[src/rtl/btn_pkg.sv]
package btn_pkg;
  parameter int unsigned BTN_COUNT  = 4;
  parameter int unsigned SYNC_DEPTH = 2;

  function automatic int unsigned cnt_width(input int unsigned limit);
    return (limit > 1) ? $clog2(limit) : 1;
  endfunction
endpackage

[src/rtl/btn_sync_cell.sv]
module btn_sync_cell #(
  parameter int unsigned WIDTH  = 1,
  parameter int unsigned STAGES = 2
) (
  input  logic             clk,
  input  logic             rst_n,
  input  logic [WIDTH-1:0] d_async,
  output logic [WIDTH-1:0] q_sync
);
  logic [STAGES-1:0][WIDTH-1:0] pipe_q;
  logic [STAGES-1:0][WIDTH-1:0] pipe_d;

  always_comb begin
    pipe_d[0] = d_async;
    for (int s = 1; s < STAGES; s++) pipe_d[s] = pipe_q[s-1];
  end

  always_ff @(posedge clk or negedge rst_n) begin
    if (!rst_n) pipe_q <= '0;
    else        pipe_q <= pipe_d;
  end

  assign q_sync = pipe_q[STAGES-1];
endmodule

[src/rtl/btn_debounce.sv]
module btn_debounce #(
  parameter int unsigned LIMIT = 1000000
) (
  input  logic clk,
  input  logic rst_n,
  input  logic in_sync,
  output logic lvl_o,
  output logic rise_o
);
  localparam int unsigned CW = btn_pkg::cnt_width(LIMIT);
  localparam logic [CW-1:0] LAST = CW'(LIMIT - 1);

  logic [CW-1:0] cnt_q, cnt_d;
  logic          lvl_q, lvl_d;
  logic          differ, expire, cnt_en;

  always_comb begin
    differ = in_sync ^ lvl_q;
    expire = differ && (cnt_q == LAST);
    cnt_en = differ || (cnt_q != '0);
    cnt_d  = cnt_q;
    lvl_d  = lvl_q;
    if (!differ) begin
      cnt_d = '0;
    end else if (expire) begin
      cnt_d = '0;
      lvl_d = in_sync;
    end else begin
      cnt_d = cnt_q + 1'b1;
    end
  end

  always_ff @(posedge clk or negedge rst_n) begin
    if (!rst_n) begin
      cnt_q <= '0;
      lvl_q <= 1'b0;
    end else begin
      if (cnt_en) cnt_q <= cnt_d;
      lvl_q <= lvl_d;
    end
  end

  assign lvl_o  = lvl_q;
  assign rise_o = expire & in_sync;

  assert_cnt_range_R3: assert property (@(posedge clk) disable iff (!rst_n)
    cnt_q <= LAST);
  assert_lvl_after_window_R3: assert property (@(posedge clk) disable iff (!rst_n)
    (lvl_q != $past(lvl_q)) |-> ($past(cnt_q) == LAST));
  assert_lvl_follows_input_R2: assert property (@(posedge clk) disable iff (!rst_n)
    (lvl_q != $past(lvl_q)) |-> ($past(in_sync) == lvl_q));
endmodule

[src/rtl/btn_clear_bridge.sv]
module btn_clear_bridge #(
  parameter int unsigned STAGES = 2
) (
  input  logic clk,
  input  logic rst_n,
  input  logic req_slow,
  output logic clr_pulse
);
  logic req_sync;
  logic req_prev_q;

  btn_sync_cell #(.WIDTH(1), .STAGES(STAGES)) req_sync_i (
    .clk     (clk),
    .rst_n   (rst_n),
    .d_async (req_slow),
    .q_sync  (req_sync)
  );

  always_ff @(posedge clk or negedge rst_n) begin
    if (!rst_n) req_prev_q <= 1'b0;
    else        req_prev_q <= req_sync;
  end

  assign clr_pulse = req_sync & ~req_prev_q;

  assert_single_pulse_R6: assert property (@(posedge clk) disable iff (!rst_n)
    clr_pulse |=> !clr_pulse);
endmodule

[src/rtl/btn_event_latch.sv]
module btn_event_latch #(
  parameter int unsigned BTN_COUNT = btn_pkg::BTN_COUNT,
  parameter int unsigned DEB_LIMIT = 1000000,
  parameter int unsigned SYNC_DEPTH = btn_pkg::SYNC_DEPTH
) (
  input  logic                 clk,
  input  logic                 rst_n,
  input  logic [BTN_COUNT-1:0] btn_raw,
  input  logic                 clr_req,
  output logic [BTN_COUNT-1:0] flags
);
  logic [1:0]           rst_pipe_q;
  logic                 rst_n_int;
  logic [BTN_COUNT-1:0] btn_sync;
  logic [BTN_COUNT-1:0] deb_lvl;
  logic [BTN_COUNT-1:0] deb_rise;
  logic                 clr_pulse;
  logic [BTN_COUNT-1:0] flag_q, flag_d;
  logic                 flag_en;

  always_ff @(posedge clk or negedge rst_n) begin
    if (!rst_n) rst_pipe_q <= 2'b00;
    else        rst_pipe_q <= {rst_pipe_q[0], 1'b1};
  end
  assign rst_n_int = rst_pipe_q[1];

  btn_sync_cell #(.WIDTH(BTN_COUNT), .STAGES(SYNC_DEPTH)) btn_sync_i (
    .clk     (clk),
    .rst_n   (rst_n_int),
    .d_async (btn_raw),
    .q_sync  (btn_sync)
  );

  for (genvar g = 0; g < BTN_COUNT; g++) begin : g_chan
    btn_debounce #(.LIMIT(DEB_LIMIT)) deb_i (
      .clk     (clk),
      .rst_n   (rst_n_int),
      .in_sync (btn_sync[g]),
      .lvl_o   (deb_lvl[g]),
      .rise_o  (deb_rise[g])
    );

    assert_set_only_on_rise_R4: assert property (@(posedge clk) disable iff (!rst_n_int)
      $rose(flag_q[g]) |-> $past(deb_rise[g]));
    assert_press_beats_clear_R7: assert property (@(posedge clk) disable iff (!rst_n_int)
      deb_rise[g] |=> flag_q[g]);
    assert_clear_acts_R5: assert property (@(posedge clk) disable iff (!rst_n_int)
      (clr_pulse && !deb_rise[g]) |=> !flag_q[g]);
  end

  btn_clear_bridge #(.STAGES(SYNC_DEPTH)) clr_bridge_i (
    .clk       (clk),
    .rst_n     (rst_n_int),
    .req_slow  (clr_req),
    .clr_pulse (clr_pulse)
  );

  always_comb begin
    flag_en = clr_pulse | (|deb_rise);
    flag_d  = (clr_pulse ? '0 : flag_q) | deb_rise;
  end

  always_ff @(posedge clk or negedge rst_n_int) begin
    if (!rst_n_int)   flag_q <= '0;
    else if (flag_en) flag_q <= flag_d;
  end

  assign flags = flag_q;

  assert_sticky_R4: assert property (@(posedge clk) disable iff (!rst_n_int)
    (!clr_pulse && !$isunknown(flag_q)) |=> ((flag_q & $past(flag_q)) == $past(flag_q)));
endmodule

[config.mk]
export PLATFORM = sky130hd
export DESIGN_NAME = btn_event_latch
export DESIGN_NICKNAME = d
export VERILOG_FILES = /design/src/rtl/btn_pkg.sv /design/src/rtl/btn_sync_cell.sv /design/src/rtl/btn_debounce.sv /design/src/rtl/btn_clear_bridge.sv /design/src/rtl/btn_event_latch.sv
export SDC_FILE = /design/constraint.sdc
export NUM_CORES = 1
export LEC_CHECK = 0
export ABC_AREA = 1
export BUFFER_PORTS_ARGS = -buffer_cell sky130_fd_sc_hd__buf_4
export CAP_MARGIN = 25
export CELL_PAD_IN_SITES_DETAIL_PLACEMENT = 1
export CELL_PAD_IN_SITES_GLOBAL_PLACEMENT = 2
export CORE_ASPECT_RATIO = 2
export CORE_MARGIN = 3
export CORE_UTILIZATION = 36
export DETAILED_ROUTE_END_ITERATION = 8
export PLACE_DENSITY_LB_ADDON = 0.1
export SYNTH_ARGS = -nofsm -noshare
export SYNTH_HDL_FRONTEND = slang
export SYNTH_SLANG_ARGS = --single-unit
export TNS_END_PERCENT = 10
[constraint.sdc]
create_clock -name clk -period 3.64 [get_ports clk]
set_clock_uncertainty 0.1 [all_clocks]
set_input_delay 0.182 -clock clk [delete_from_list [all_inputs] [get_ports clk]]
set_output_delay 0.182 -clock clk [all_outputs]
set_load 0.1 [all_outputs]
After elaboration in Yosys (flattened, before gate mapping)
Index checks and enable logic that the tools add are counted.

Add/sub/neg operators: 4. Bitwise gates (word level): 12. Eq/ne operators: 4. Multiplexer cells: 9. Reductions and logical operators: 17.

Operators with widths (count): 2-to-1 mux 20 bit (8); adder 20 x 1 -> 20 bit (second input constant) (4); == test 20 bit (second input constant) (4); nonzero test 20 bit (4); AND reduction 2 bit (4); bitwise AND 1 bit (5); logical AND 1 bit (4); logical OR 1 bit (4); 2-to-1 mux 4 bit (1); bitwise OR 4 bit (1); OR reduction 4 bit (1); bitwise XOR 1 bit (4); inverter 1 bit (1); bitwise OR 1 bit (1).

Bits in registers: 101. Input port bits: 7. Output and inout port bits: 4. Word-level logic and storage cells: 61.

Longest topological paths before layout
Gate-level depths: netlist of the first run.

Word-level depth: 5. Gate-level depth with buffers: 10. Depth with buffers taken out: 10.

By module
Synthesis of the first run repeated with hierarchy kept, for this count alone.

Cell total of the unflattened synthesis: 817. Area total of the unflattened synthesis: 6088.3 µm².

By module, submodules not included: btn_debounce (cells each 196, times used 4, area an instance 1400.1 µm², seq. area each 525.5 µm²); btn_event_latch (cells each 20, times used 1, area an instance 202.7 µm², seq. area each 150.1 µm²); btn_sync_cell at btn_sync_i (cells each 8, times used 1, area an instance 200.2 µm², seq. area each 200.2 µm²); btn_sync_cell at clr_bridge_i.req_sync_i (cells each 2, times used 1, area an instance 50.0 µm², seq. area each 50.0 µm²); btn_clear_bridge (cells each 3, times used 1, area an instance 35.0 µm², seq. area each 25.0 µm²).

Least setup slack after synthesis of the first run
No wires, ideal clock.

Kind: register to register. From: register g_chan[3].deb_i.cnt_q[0]. To: register g_chan[3].deb_i.cnt_q[17]. Library setup time: 120 ps. Cell stages (with the launch flop): 7. Slack: 2056 ps. Data arrival time: 1364 ps. Buffers on the path: 0. Period minus slack after synthesis: 1584 ps. Data required time: 3420 ps. Path through: dfrtp_1 ha_1 nand3_1 nor3_1 nand2_1 a21oi_2 nor2_1.

Longest elaborated chain between the ends: 4. Elaborated cells on any way between the ends: 7. Those cells by class: 1 x add/sub; 1 x eq/ne; 2 x mux; 3 x reduce/logical.

RTL lines: from (decl) (line btn_debounce.sv:13) `logic [CW-1:0] cnt_q, cnt_d;`; from (signal assigned) (line btn_debounce.sv:38) `if (cnt_en) cnt_q <= cnt_d;`; parallel branches: the longest is 4 deep, another holds adder 20 x 1 -> 20 bit.

Parallel ways; which one is timed is not known. A chain may end at the register's enable or synchronous reset.

Worst setup path after layout of the first run
From: register g_chan[2].deb_i.cnt_q[0]. To: register g_chan[2].deb_i.cnt_q[19].

Longest elaborated chain between the ends: 4. Elaborated cells on any way between the ends: 7. Those cells by class: 1 x add/sub; 1 x eq/ne; 2 x mux; 3 x reduce/logical.

RTL lines (line): from (decl) (btn_debounce.sv:13); from (signal assigned) (btn_debounce.sv:38); parallel branches: the longest is 4 deep, another holds adder 20 x 1 -> 20 bit.

Parallel ways; which one is timed is not known.

==> impl_metrics.tcl, run 1 <==
set metrics [dict create \
    status "complete, no violations" \
    gp_congestion 0.896 \
    crit_start "g_chan[2].deb_i.cnt_q[0]" \
    crit_end "g_chan[2].deb_i.cnt_q[19]" \
    syn-cell-area_sq_mm 0.00571 \
    io_pins 11 \
    seq_area_frac_synth_pct 44.2 \
    drv_slew 0 \
    hold_class "in2async" \
    setup_viol 0 \
    drv_cap 0 \
    io_buffer_count 10 \
    htree_levels 3 \
    grt_usage_pct 20.0 \
    ff2ff_setup_slack_ns 1.68 \
    grt_pass1_vias 5592 \
    wirelength_um 16100 \
    ys_types 29 \
    ff_latch_area_sq_mm 0.00253 \
    worst_path_most_repeated_cell "nand2_1" \
    synth_area_per_cell_sq_um 7.04 \
    synth_seq_cells 101 \
    dieArea_sq_mm 0.0175 \
    place_area_sq_mm 0.00604 \
    clkTransAtPathRegs_ns 0.07 \
    fin_hold_ws_ns 0.0367 \
    firstDrtPassIters 4 \
    rsz0062_at_grt "false" \
    setup_tns_ns 0 \
    crit_required_ns 3.83 \
    num_vias 5087 \
    syn2layout_area_growth_pct 11.9 \
    antenna_found_initial 0 \
    worst_pin_slew_ns 0.672 \
    drc 0 \
    core_region_area_sq_mm 0.0155 \
    clk_latency_ns 0.36 \
    postLayoutCellArea_sq_mm 0.00639 \
    yosys_warnings 0 \
    crit_path_end_kind "flop" \
    final.period_utilization_pct 53.8 \
    final_core_util_pct 41.4 \
    antenna_cells 0 \
    leakagePower_uw 0.00300 \
    syn-num-nets 826 \
    cp_top_family "simple AND/OR/NAND/NOR gates" \
    cts_made_buffers 9 \
    viasPerCell 4.90 \
    ctsRootBufferMaster "clkbuf_16" \
    dieHeight_um 184 \
    drt_iter0_markers 114 \
    crit_path_max_fanout 11 \
    grt_max_degree 86 \
    globalRouteOverflowTotal 0 \
    ant_nets 0 \
    criticalPathCategory "reg2reg" \
    grt_pass1_wl_um 27500 \
    r2r_cells 8 \
    start_util_pct 37.0 \
    start_kind "flop" \
    fmax_ghz 0.511 \
    multi_input_area_sq_mm 0.00279 \
    cts_buffer_depth 2 \
    cts_tree "done" \
    fp-row-count 64 \
    period_needed_ns 1.96 \
    drive_above_1_share_pct 5.12 \
    r2r-start "g_chan[2].deb_i.cnt_q[0]" \
    final_common_cell "nand2_1" \
    slowest_stage "a21oi_2" \
    fin_nets 850 \
    wl_per_cell_um 15.5 \
    ir_drop_v 0.000222 \
    crit_chain "ha_1, nand3_1, inv_1, nand2_1, nor2_2, a21oi_2, nand2_1, nor2_1" \
    fp.dieW_um 95.1 \
    num-fill-cells 1990 \
    r2r-end "g_chan[2].deb_i.cnt_q[19]" \
    cts_sinks 101 \
    critPathBufInv 1 \
    finalHoldViolCount 0 \
    final_cell_mix "218 x nand2_1, 189 x nor2_1, 100 x dfrtp_1" \
    syn_inst 811 \
    timing.slew.headroom_pct 55.2 \
    critPathArrivalTime_ns 2.14 \
    hpwl_um 12500 \
    crit_cells 8 \
    crit_path_max_incr_delay_ns 0.47 \
    pwr_density_cell_mw_per_mm2 394 \
]
[worst min path at each step]
stage               start       endpoint  cells past startpoint
global placement    rst_n  rst_pipe_q[0]                      1
global route        rst_n  rst_pipe_q[0]                      2
finish              rst_n  rst_pipe_q[0]                      2
CTS                 rst_n  rst_pipe_q[1]                      2
detailed placement  rst_n  rst_pipe_q[0]                      1
floorplan           rst_n  rst_pipe_q[0]                      0
[logic make-up after synthesis]
family	count (synthesis)	share of synthesized area, %
simple gates	539	39.6
buf+inv	104	7.01
other cells	1	0.0656
fa+ha+maj	8	1.75
xor+xnor	28	4.42
compound gates	30	2.93
flops	101	44.2
[report_power, final]
group          leakage, uW  switching (uW)  internal (uW)  total, uW
clock             0.000132             462            536        998
combinational      0.00150             169            104        273
sequential         0.00137            69.3           1180       1250
total              0.00300             700           1820       2520
[repair_timing]
| item | in CTS | in global routing |
|---|---|---|
| gates resized for setup | 0 | 0 |
| buffers inserted | 0 | 0 |
| hold endpoints to repair | 7 | 0 |
| hold buffers | 6 | 0 |
| setup endpoints to repair | 0 | 0 |
[area by class of cell]
cell class	count	area share (%)
inverter	99	5.81
timing repair buffer	18	2.54
clock buffer	11	3.64
clock inverter	5	0.959
tap	198	3.88
sequential	101	39.6
multi-input combinational	606	43.6
[registers in the layout, summed over array words and instances (netlist names)]
name                            cells
btn_sync_i.pipe_d                   4
btn_sync_i.q_sync                   4
flags                               4
clr_bridge_i.req_sync_i.q_sync      1
g_chan.deb_i.cnt_q                 80
clr_bridge_i.req_sync_i.pipe_d      1
g_chan.deb_i.lvl_o                  4
clr_bridge_i.req_prev_q             1
rst_pipe_q                          2
[synth_stat cells]
master	count	share of area, %
clkbuf_1	2	0.13
nand3_2	2	0.35
a21oi_1	13	1.1
xor2_2	1	0.28
nor3_1	19	1.7
clkinv_1	1	0.066
nand3_1	74	6.5
and2_1	1	0.11
buf_2	2	0.18
o21ai_0	11	0.96
nand2_1	218	14
inv_2	2	0.13
xnor2_1	8	1.2
inv_1	96	6.3
nand4_1	18	2.0
nor3b_1	6	0.79
a21oi_2	2	0.31
buf_6	1	0.20
xor2_1	19	2.9
nor2_4	1	0.20
ha_1	8	1.8
o21bai_1	4	0.53
dfrtp_1	101	44
or2_2	3	0.33
nor2_1	189	12
nand3b_1	3	0.39
conb_1	1	0.066
nor2_2	4	0.44
nand2_2	1	0.11
[stage by stage]
| step | instances | setup WS, ns | power (uW) |
|---|---|---|---|
| global placement | 1016 | 1.74 | 1520 |
| global route | 1038 | 1.47 | 2640 |
| finish | 1038 | 1.68 | 2520 |
| CTS | 1038 | 1.66 | 2550 |
| floorplan | 811 | 0.518 | 1450 |
| detailed placement | 1016 | 1.68 | 1540 |
[layer usage]
layer  GRT usage [%]  share of wire (%)
met5               0                  0
met4            7.46                2.5
met3            2.45                1.4
met2            38.4                 56
met1            21.5                 40
(Power assumes the default switching activity.)
==> inputs of run 2 (changes only) <==
clock period = 1.95 ns   (was 3.64 ns; I/O delays follow)
==> run 2 against run 1 <==
Net effect:
- worst hold slack better by 0.22 ns
- sequential power up 86%
- combinational power up 93%
- sequential share of layout area down 0.89 points
- flip-flop and latch count unchanged
- first-iteration DRC count up 40%
- total power up 92%
- global-route usage down 0.72 points
- register-to-register slack worse by 1.5 ns
- non-clock buffer count up 14
- largest power group unchanged
- highest routed layer unchanged
==> impl_metrics.tcl, run 2 (synthesis results as in run 1) <==
set metrics [dict create \
    r2r_cells 9 \
    antenna_cells 0 \
    r2r-start "g_chan[2].deb_i.cnt_q[0]" \
    ctsRootBufferMaster "clkbuf_16" \
    drv_cap 0 \
    crit_path_max_fanout 10 \
    hold_class "reg2reg" \
    multi_input_area_sq_mm 0.00279 \
    setup_ws_ns 0.161 \
    drive_above_1_share_pct 7.03 \
    ff2ff_setup_slack_ns 0.16 \
    wirelength_um 15600 \
    ir_drop_v 0.000452 \
    crit_required_ns 2.13 \
    start_kind "flop" \
    cts_buffer_depth 2 \
    wl_per_cell_um 14.8 \
    grt_pass1_vias 5736 \
    postLayoutCellArea_sq_mm 0.00654 \
    viasPerCell 4.95 \
    holdPathEnd "btn_sync_i.q_sync[1]" \
    core_region_area_sq_mm 0.0155 \
    timing.slew.headroom_pct 63.8 \
    syn2layout_area_growth_pct 14.5 \
    final_core_util_pct 42.3 \
    hpwl_um 12300 \
    dieArea_sq_mm 0.0175 \
    regMostFlops "g_chan.deb_i.cnt_q" \
    place_ws_ns 0.155 \
    finalHoldViolCount 0 \
    fin_nets 864 \
    r2r-end "g_chan[2].deb_i.cnt_q[15]" \
    firstDrtPassIters 4 \
    setup_tns_ns 0 \
    io_pins 11 \
    final.period_utilization_pct 91.7 \
    num_vias 5209 \
    critPathArrivalTime_ns 1.97 \
    criticalPathCategory "reg2reg" \
    cts_sinks 101 \
    io_buffer_count 10 \
    final_common_cell "nand2_1" \
    gp_congestion 0.889 \
    crit_path_end_kind "flop" \
    num-fill-cells 1984 \
    grt_pass1_wl_um 26600 \
    fp.dieW_um 95.1 \
    final_cell_mix "217 x nand2_1, 187 x nor2_1, 100 x dfrtp_1" \
    finalNonFillerCells 1052 \
    largest_reg_flops 80 \
    cts_made_buffers 9 \
    clkTransAtPathRegs_ns 0.07 \
    grt_max_degree 100 \
    leakagePower_uw 0.00309 \
    antenna_found_initial 0 \
    place_area_sq_mm 0.00614 \
    worst_pin_slew_ns 0.543 \
    grt_usage_pct 19.3 \
    dp.cells 1029 \
    start_util_pct 37.0 \
    clk_latency_ns 0.35 \
    dieHeight_um 184 \
    setup_viol 0 \
    drc 0 \
    fmax_ghz 0.559 \
    drv_slew 0 \
    drt_iter0_markers 160 \
    period_needed_ns 1.79 \
    ant_nets 0 \
    pwr_density_cell_mw_per_mm2 740 \
    htree_levels 3 \
    status "complete, no violations" \
    globalRouteOverflowTotal 0 \
    cts_tree "done" \
    rsz0062_at_grt "true" \
    holdCritStartpoint "btn_sync_i.pipe_d[5]" \
    fp-row-count 64 \
    whs_path_depth 0 \
    post_cts_buffers 0 \
    ff_latch_area_sq_mm 0.00253 \
]
run 2: cell types whose count changed in the layout (fill, tap and decap cells not counted), sizes merged:
cell	delta
clkinvlp	-1
dlygate4sd3	+1
inv	+1
clkinv	-1
buf	+13
bufinv	+1
run 2: worst max-delay path by stage:
stage	startpoint	end	slack [ns]	depth (start not counted)
2_1_floorplan	rst_pipe_q[1]	btn_sync_i.pipe_d[4]	0.15	0
3_3_place_gp	g_chan[0].deb_i.cnt_q[3]	g_chan[0].deb_i.cnt_q[17]	0.22	7
3_5_place_dp	g_chan[2].deb_i.cnt_q[0]	g_chan[2].deb_i.cnt_q[17]	0.16	9
4_1_cts	g_chan[0].deb_i.cnt_q[1]	g_chan[0].deb_i.cnt_q[0]	0.15	8
5_1_grt	g_chan[0].deb_i.cnt_q[1]	g_chan[0].deb_i.cnt_q[0]	-0.01	8
6_report	g_chan[2].deb_i.cnt_q[0]	g_chan[2].deb_i.cnt_q[15]	0.16	9
run 2: area by class of cell:
cell class,instances,area share [%]
Sequential cell,101,38.7
Timing Repair Buffer,32,4.13
Tap cell,198,3.79
Multi-Input combinational cell,606,42.7
Inverter,99,5.68
Clock buffer,11,3.71
Clock inverter,5,1.28
run 2: routing by layer:
layer | vias to the layer above | GRT usage (%) | routed length [um]
met1 | 2526 | 20.1 | 6150
met4 | 0 | 7.29 | 456
met2 | 47 | 37.7 | 8740
met3 | 30 | 2.37 | 213
met5 | - | 0 | 0
li1 | 2606 | - | -
run 2: through the flow:
stage / total power (uW) / hold WS (ns)
CTS: 4930 / 0.259
global route: 5120 / 0.271
floorplan: 2710 / -0.298
detailed placement: 2890 / -0.220
finish: 4840 / 0.256
global placement: 2860 / -0.221
run 2: where the power goes:
part	leakage, uW	switching (uW)	total, uW	internal [uW]
Combinational	0.00157	320	528	208
Sequential	0.00137	117	2320	2200
Clock	0.000152	828	1990	1170
run 2: worst max-delay path: stages (launching register included):
cell and delay (ns):
dfrtp_1 0.42, ha_1 0.25, nand3_1 0.15, inv_1 0.09, nand2_1 0.13, nor2_2 0.07
a21oi_2 0.13, buf_4 0.19, nand2_1 0.07, nor2_1 0.11
run 2: what timing repair did:
| item | in CTS | in global routing |
|---|---|---|
| endpoints found under the setup margin | 0 | 8 |
| hold buffers | 7 | 0 |
| hold endpoints to repair | 7 | 0 |
| resized for setup | 0 | 3 |
